--- config.mk ---
export PLATFORM = sky130hd
export DESIGN_NAME = cdc_host_regs
export DESIGN_NICKNAME = d
export VERILOG_FILES = /design/src/rtl/cdc_host_pkg.sv /design/src/rtl/cdc_addr_ptr.sv /design/src/rtl/cdc_reg_decode.sv /design/src/rtl/cdc_status_flags.sv /design/src/rtl/cdc_host_regs.sv
export SDC_FILE = /design/constraint.sdc
export NUM_CORES = 1
export LEC_CHECK = 0
export BUFFER_PORTS_ARGS = -buffer_cell sky130_fd_sc_hd__buf_2
export CAP_MARGIN = 20
export CORE_MARGIN = 5
export CORE_UTILIZATION = 23
export DETAILED_ROUTE_END_ITERATION = 16
export GPL_TIMING_DRIVEN = 1
export SYNTH_ARGS = -nofsm -noshare
export SYNTH_HDL_FRONTEND = slang
export SYNTH_HIERARCHICAL = 1
export SYNTH_SLANG_ARGS = --single-unit
--- constraint.sdc ---
create_clock -name clk_i -period 1.9 [get_ports clk_i]
set_input_delay 0 -clock clk_i [delete_from_list [all_inputs] [get_ports clk_i]]
set_output_delay 0 -clock clk_i [all_outputs]
set_load 0.01 [all_outputs]
--- src/rtl/cdc_host_pkg.sv ---
package cdc_host_pkg;
  localparam int ADDR_W = 5;
  localparam int DATA_W = 8;

  localparam logic [ADDR_W-1:0] A_STAT     = 5'd0;
  localparam logic [ADDR_W-1:0] A_IFCTRL   = 5'd1;
  localparam logic [ADDR_W-1:0] A_CTRL0    = 5'd2;
  localparam logic [ADDR_W-1:0] A_CTRL1    = 5'd3;
  localparam logic [ADDR_W-1:0] A_PTR_LO   = 5'd4;
  localparam logic [ADDR_W-1:0] A_PTR_HI   = 5'd5;
  localparam logic [ADDR_W-1:0] A_XFER_TRG = 5'd8;
  localparam logic [ADDR_W-1:0] A_XFER_ACK = 5'd9;
  localparam logic [ADDR_W-1:0] A_CMD_ACK  = 5'd10;
  localparam logic [ADDR_W-1:0] A_BLK_RST  = 5'd15;

  // status / interrupt-control bit positions (shared by the combine)
  localparam int F_CMD  = 7;
  localparam int F_XEND = 6;
  localparam int F_DEC  = 5;
  localparam int F_BUSY = 3;
  localparam int N_IRQ  = 3;

  localparam int C0_DEC_EN = 7;
  localparam int C0_WR_REQ = 2;
  localparam int TRG_OUT_EN = 0;

  typedef struct packed {
    logic ifctrl;
    logic ctrl0;
    logic ctrl1;
    logic ptr_lo;
    logic ptr_hi;
    logic xfer_trg;
    logic xfer_ack;
    logic cmd_ack;
    logic blk_rst;
  } wr_sel_t;
endpackage

--- src/rtl/cdc_addr_ptr.sv ---
module cdc_addr_ptr #(
  parameter int ADDR_W = 5
) (
  input  logic              clk_i,
  input  logic              rst_ni,
  input  logic              load_i,
  input  logic [ADDR_W-1:0] load_val_i,
  input  logic              step_i,
  output logic [ADDR_W-1:0] addr_o
);
  localparam logic [ADDR_W-1:0] ONE = ADDR_W'(1);

  always_ff @(posedge clk_i or negedge rst_ni) begin
    if (!rst_ni)     addr_o <= '0;
    else if (load_i) addr_o <= load_val_i;
    else if (step_i) addr_o <= addr_o + ONE;  // wraps in window
  end
endmodule

--- src/rtl/cdc_reg_decode.sv ---
module cdc_reg_decode
  import cdc_host_pkg::*;
#(
  parameter int ADDR_W = cdc_host_pkg::ADDR_W
) (
  input  logic              wr_en_i,
  input  logic [ADDR_W-1:0] addr_i,
  output wr_sel_t           sel_o
);
  always_comb begin
    sel_o          = '0;
    sel_o.ifctrl   = wr_en_i && (addr_i == ADDR_W'(A_IFCTRL));
    sel_o.ctrl0    = wr_en_i && (addr_i == ADDR_W'(A_CTRL0));
    sel_o.ctrl1    = wr_en_i && (addr_i == ADDR_W'(A_CTRL1));
    sel_o.ptr_lo   = wr_en_i && (addr_i == ADDR_W'(A_PTR_LO));
    sel_o.ptr_hi   = wr_en_i && (addr_i == ADDR_W'(A_PTR_HI));
    sel_o.xfer_trg = wr_en_i && (addr_i == ADDR_W'(A_XFER_TRG));
    sel_o.xfer_ack = wr_en_i && (addr_i == ADDR_W'(A_XFER_ACK));
    sel_o.cmd_ack  = wr_en_i && (addr_i == ADDR_W'(A_CMD_ACK));
    sel_o.blk_rst  = wr_en_i && (addr_i == ADDR_W'(A_BLK_RST));
  end
endmodule

--- src/rtl/cdc_status_flags.sv ---
module cdc_status_flags
  import cdc_host_pkg::*;
#(
  parameter int DATA_W = cdc_host_pkg::DATA_W
) (
  input  logic              clk_i,
  input  logic              rst_ni,
  input  wr_sel_t           sel_i,
  input  logic [DATA_W-1:0] wdata_i,
  input  logic              cmd_event_i,
  input  logic              xfer_done_i,
  input  logic              decode_done_i,
  input  logic [DATA_W-1:0] ifctrl_i,
  output logic [DATA_W-1:0] status_o,
  output logic              irq_o
);
  localparam int IRQ_POS [N_IRQ] = '{F_CMD, F_XEND, F_DEC};

  logic cmd_n_q, xend_n_q, dec_n_q, busy_n_q;
  logic trg_go;

  assign trg_go = sel_i.xfer_trg && wdata_i[TRG_OUT_EN];

  // event inputs take priority over releases
  always_ff @(posedge clk_i or negedge rst_ni) begin
    if (!rst_ni) begin
      cmd_n_q  <= 1'b1;
      xend_n_q <= 1'b1;
      dec_n_q  <= 1'b1;
      busy_n_q <= 1'b1;
    end else begin
      if (cmd_event_i)                          cmd_n_q <= 1'b0;
      else if (sel_i.cmd_ack || sel_i.blk_rst)  cmd_n_q <= 1'b1;

      if (xfer_done_i)                          xend_n_q <= 1'b0;
      else if (sel_i.xfer_ack || sel_i.blk_rst) xend_n_q <= 1'b1;

      if (decode_done_i)                        dec_n_q <= 1'b0;
      else if (sel_i.ptr_hi || sel_i.blk_rst)   dec_n_q <= 1'b1;

      if (trg_go)                               busy_n_q <= 1'b0;
      else if (xfer_done_i || sel_i.blk_rst)    busy_n_q <= 1'b1;
    end
  end

  always_comb begin
    status_o         = '1;
    status_o[F_CMD]  = cmd_n_q;
    status_o[F_XEND] = xend_n_q;
    status_o[F_DEC]  = dec_n_q;
    status_o[F_BUSY] = busy_n_q;
  end

  logic [N_IRQ-1:0] irq_src;
  for (genvar g = 0; g < N_IRQ; g++) begin : g_irq
    assign irq_src[g] = !status_o[IRQ_POS[g]] && ifctrl_i[IRQ_POS[g]];
  end
  assign irq_o = |irq_src;
endmodule

--- src/rtl/cdc_host_regs.sv ---
module cdc_host_regs
  import cdc_host_pkg::*;
#(
  parameter int ADDR_W = cdc_host_pkg::ADDR_W,
  parameter int DATA_W = cdc_host_pkg::DATA_W,
  parameter int PTR_W  = 2 * DATA_W
) (
  input  logic              clk_i,
  input  logic              rst_ni,
  input  logic              addr_wr_i,
  input  logic              data_wr_i,
  input  logic              data_rd_i,
  input  logic [DATA_W-1:0] wdata_i,
  output logic [DATA_W-1:0] rdata_o,
  input  logic              cmd_event_i,
  input  logic              xfer_done_i,
  input  logic              decode_done_i,
  output logic              irq_o,
  output logic              xfer_start_o,
  output logic              decode_start_o,
  output logic              block_reset_o,
  output logic [PTR_W-1:0]  blk_ptr_o,
  output logic [DATA_W-1:0] ifctrl_o,
  output logic              dec_en_o,
  output logic              wr_req_o,
  output logic [DATA_W-1:0] ctrl1_o
);
  logic [ADDR_W-1:0] addr_q;
  logic [DATA_W-1:0] ctrl0_q, ptr_lo_stage_q, status_w;
  logic              wr_en, acc_en;
  wr_sel_t           sel;

  assign wr_en  = data_wr_i && !addr_wr_i;
  assign acc_en = (data_wr_i || data_rd_i) && !addr_wr_i;

  cdc_addr_ptr #(.ADDR_W(ADDR_W)) u_addr (
    .clk_i      (clk_i),
    .rst_ni     (rst_ni),
    .load_i     (addr_wr_i),
    .load_val_i (wdata_i[ADDR_W-1:0]),
    .step_i     (acc_en),
    .addr_o     (addr_q)
  );

  cdc_reg_decode #(.ADDR_W(ADDR_W)) u_dec (
    .wr_en_i (wr_en),
    .addr_i  (addr_q),
    .sel_o   (sel)
  );

  cdc_status_flags #(.DATA_W(DATA_W)) u_flags (
    .clk_i         (clk_i),
    .rst_ni        (rst_ni),
    .sel_i         (sel),
    .wdata_i       (wdata_i),
    .cmd_event_i   (cmd_event_i),
    .xfer_done_i   (xfer_done_i),
    .decode_done_i (decode_done_i),
    .ifctrl_i      (ifctrl_o),
    .status_o      (status_w),
    .irq_o         (irq_o)
  );

  always_ff @(posedge clk_i or negedge rst_ni) begin
    if (!rst_ni) begin
      ifctrl_o       <= '0;
      ctrl0_q        <= '0;
      ctrl1_o        <= '0;
      ptr_lo_stage_q <= '0;
      blk_ptr_o      <= '0;
    end else begin
      if (sel.blk_rst) begin
        ifctrl_o <= '0;
        ctrl0_q  <= '0;
        ctrl1_o  <= '0;
      end
      if (sel.ifctrl) ifctrl_o       <= wdata_i;
      if (sel.ctrl0)  ctrl0_q        <= wdata_i;
      if (sel.ctrl1)  ctrl1_o        <= wdata_i;
      if (sel.ptr_lo) ptr_lo_stage_q <= wdata_i;
      if (sel.ptr_hi) blk_ptr_o      <= {wdata_i, ptr_lo_stage_q};
    end
  end

  always_ff @(posedge clk_i or negedge rst_ni) begin
    if (!rst_ni) begin
      xfer_start_o   <= 1'b0;
      decode_start_o <= 1'b0;
      block_reset_o  <= 1'b0;
    end else begin
      xfer_start_o   <= sel.xfer_trg && wdata_i[TRG_OUT_EN];
      decode_start_o <= sel.ptr_hi;
      block_reset_o  <= sel.blk_rst;
    end
  end

  assign dec_en_o = ctrl0_q[C0_DEC_EN];
  assign wr_req_o = ctrl0_q[C0_WR_REQ];

  always_comb begin
    unique case (addr_q)
      ADDR_W'(A_STAT):   rdata_o = status_w;
      ADDR_W'(A_IFCTRL): rdata_o = ifctrl_o;
      ADDR_W'(A_CTRL0):  rdata_o = ctrl0_q;
      ADDR_W'(A_CTRL1):  rdata_o = ctrl1_o;
      ADDR_W'(A_PTR_LO): rdata_o = blk_ptr_o[DATA_W-1:0];
      ADDR_W'(A_PTR_HI): rdata_o = blk_ptr_o[PTR_W-1:DATA_W];
      default:           rdata_o = '0;
    endcase
  end
endmodule

==> results <==
- The worst ir drop on vdd is 0.633 mV.
- After synthesis, the share of flip-flops with an asynchronous set or reset is 100%.
- The number of maximum-capacitance violations is 0.
- The standard cell core area is 12700 sq um.
- The share of Yosys cell area claimed by the top area cell type is 46.9%.
- The analysis attributes to net switching a power of 1.38 mW.
- The Yosys step of the flow raised 6 warnings.
- The routed layout has 2494 vias.
- STA classifies the critical path endpoint as a primary output.
- The primary flip-flop cell chosen by synthesis mapping is dfrtp_1.
- The first global-routing pass estimated 14.0 mm of wire.
- Yosys mapped a number of flops with a built-in enable equal to 0.
- The smallest clock period supported by the final layout is computed as 1890 ps.
- The largest net degree at the start of global routing is 34.
- Measured against its own limit, the worst slew margin works out to 54.0%.
- Of the available clock period, the critical path in the final layout requires 99.5%.
- Buffers placed on the I/O ports in this run total 61.
- For this run, the share of the core covered by cells in the final layout is 33.2%.
- The minimum setup slack after placement is -21.3 ps.
- In this run the cell area of the synthesized design comes to 2990 sq um.
- In the post-synthesis netlist, the biggest area contributors are dfrtp_1 47%, mux2_2 9.4%, mux2i_1 5.7%.
- The die area is 15400 sq um.
- The clock passes through at most 2 buffers.
- Summed over all cells, the static leakage comes to 1.95 nW.
- At the worst endpoint, the required time is 1900 ps.
- Routability-driven placement finished with a final weighted congestion of 0.792.
- The kind of start point of the critical path is a flop.
- The register cell area after layout is 1510 sq um.
- The clock tree synthesis step divided the H-tree into 3 levels.
- The die is 124 microns tall.
- The number of clock sinks is 60.
- The highest attainable clock frequency is 529 MHz.
- The number of antenna diodes in the final layout is 0.
- Global routing finished with a remaining overflow of 0.
- Setup violations remaining at the end of the flow were counted as 0.
- Clock skew on the completed layout was measured at 3.20 ps.
- STA puts the critical path data arrival time at 1890 ps.
- After detailed routing, the average wire length per cell comes to 16.3 microns.
- Dividing total power by cell area gives a power density of 1070 nW/um^2.
- The cell taking the most area after synthesis is dfrtp_1.
- After synthesis the netlist holds a flip-flop and latch count of 60.
- For the pin with the worst max-slew slack, the measured transition is 691 ps.
- Of all nets on the critical path, the largest fanout is 7.
- The sequential area share after synthesis is 50.4%.
- Counting the fill cells in the layout gives 1301.
- The number of primary I/O pins is 62.
- Synthesis instantiated 38 different standard cells from the library.
- Net switching is 30.5% of the power.
- The number of failing hold endpoints at the final stage came to 0.
- The post-detailed-route count of antenna-violating nets is 0.
- Dividing the synthesized area by the synthesized cell count gives 10.9 sq um.
- The cell-internal power is 3.14 mW.
- The clock share of power is 33.7%.
- The part of the total power dissipated in combinational logic is 25.2%.
- TritonCTS built the clock tree.
- The worst register-to-register path begins at u_addr/addr_o[1].
- The launching instance or port of the critical path is u_addr/addr_o[4].
- The number of global-route vias before repair is 2566.
- The number of pins exceeding their max-slew limit in the final report is 0.
- Total power for the finished layout comes to 4.51 mW.
- The multi-input combinational cells in the finished layout cover a total of 1420 sq um.
- The worst hold margin is 4.83 ps.
- The number of antenna violations at the first check in global routing is 0.
- After detailed routing, the total wire length is 9.07 mm.
- The number of detailed-route iterations in the first pass is 4.
- TritonCTS created 9 clock buffers.
- The flow ran to the end, and the final reports show no timing, DRC or antenna violations.
- The die is 124 microns wide.
- The startpoint identified for the worst hold timing path is wdata_i[3].
- The post-route netlist has 43.5% of its cells at a drive strength greater than 1.
- The worst hold-check path type is in2reg.
- The post-detailed-placement half-perimeter wirelength is 6.53 mm.
- The worst setup path is of the reg2out kind.
- The global routing usage summed across all routing layers is 12.0%.
- In the final design database the tool counted 396 nets.
- The total number of placement rows is 41.
- After the first detailed-routing iteration, the DRC count stood at 132.
- For the worst-skew pair, the clock arrives at the later sink with an insertion delay of 320 ps.
- The fraction of power consumed by sequential logic is 41.1%.
- The starting density of the core is 23.6%.
- The clock slew seen by the registers of the worst setup and hold paths is 50 ps.
- Setup repair after global routing could not meet its margin everywhere.
- The DRC violation count after routing is 0.
- The post-synthesis cell count is 274.
- In the routed layout, each cell is associated on average with a via count of 4.49.
- The total negative slack is 0 ps.
- Setup slack closes at 9.25 ps.
- In this run the clock root is driven by a clkbuf_16.
- Relative to the synthesized area, the layout overhead comes to 40.8%.
==> layout by cell type (no fill, tap or decap), drive strengths merged, types with 3 or more instances in the layout <==
| cell type | count |
|---|---|
| mux2 | 25 |
| dlygate4sd3 | 12 |
| dfrtp | 56 |
| nor2 | 13 |
| buf | 100 |
| o22ai | 6 |
| o21ai | 30 |
| nand2b | 27 |
| or4b | 4 |
| nand3b | 3 |
| nor3 | 8 |
| conb | 4 |
| nand2 | 30 |
| dfstp | 4 |
| a221o | 8 |
| mux2i | 17 |
| clkbuf | 15 |
==> flip-flops by register name, summed over array words and instances (netlist names), 5 cells and up <==
signal and cells:
blk_ptr_o 16, ctrl0_q 8, ctrl1_o 8, ifctrl_o 8, ptr_lo_stage_q 8, u_addr/addr_o 5
==> repair_timing <==
action	CTS	global route
hold buffers	12	0
resized for setup	19	10
pin swaps	9	7
hold endpoints to repair	37	0
setup buffers	13	4
setup endpoints to repair	13	14
==> critical path: stages, from the launching register on <==
cell and delay (ps):
dfrtp_2 440, buf_4 150, or4_4 520, o22ai_2 170, a221o_1 160, buf_2 140
==> cell families after synthesis <==
| group | synth area share, % |
|---|---|
| XOR/XNOR | 1.17 |
| AND/OR/NAND/NOR | 18.5 |
| multiplexers | 15.1 |
| adder cells (fa/ha/maj) | 0.419 |
| AO/OA/AOI/OAI | 9.42 |
| flip-flops | 50.4 |
| buffers and inverters | 4.81 |
| other | 0.125 |
==> per-layer routing <==
layer  part of all wire (%)  global-route usage, %  vias to the layer above  wire length (microns)
met1                     46                   15.8                     1235                   4140
li1                       -                      -                     1172                      -
met3                    5.7                   3.68                       14                    514
met4                    1.5                   3.49                        0                    140
met5                      0                      0                        -                      0
met2                     47                   19.1                       73                   4280
==> power by group through the flow <==
stage               Sequential (mW)  Combinational, mW  Clock (mW)
floorplan                      1.88              0.499           0
global placement               1.87              0.971           0
detailed placement             1.88              0.995           0
CTS                            1.85               1.12        1.56
global route                   1.89               1.26        1.60
finish                         1.85               1.14        1.52
==> layout make-up <==
cell class,instances,share of cell area (%)
Clock buffer,15,6.60
Clock inverter,1,0.119
Inverter,2,0.178
Multi-Input combinational cell,194,33.7
Sequential cell,60,35.9
Tap cell,172,5.11
Timing Repair Buffer,112,18.3
==> metrics by stage <==
stage               cell area, sq um  cells
CTS                             4150    552
finish                          4210    556
global route                    4210    556
floorplan                       3000    277
detailed placement              3580    511
global placement                3580    511
==> synth_stat cells (3+ instances only) <==
library cell / number
dfrtp_1: 56
nand2_1: 30
o21ai_0: 29
nand2b_1: 27
mux2_2: 25
mux2i_1: 17
nor2_1: 13
buf_4: 9
a221o_1: 8
clkbuf_1: 8
nor3_1: 7
o22ai_1: 6
dfstp_2: 4
buf_6: 3
nand3b_1: 3
==> final timing paths <==
path	to	slack, ps	cells past startpoint
setup / recovery	rdata_o[2]	9	5
hold / removal	ifctrl_o[3]	5	3
setup reg to reg	ptr_lo_stage_q[7]	40	4
hold reg to reg	ptr_lo_stage_q[1]	500	1
max in group asynchronous	u_addr/addr_o[2]	990	3
min in group asynchronous	ifctrl_o[3]	280	2
No activity file was read; power rests on OpenSTA's default activity.
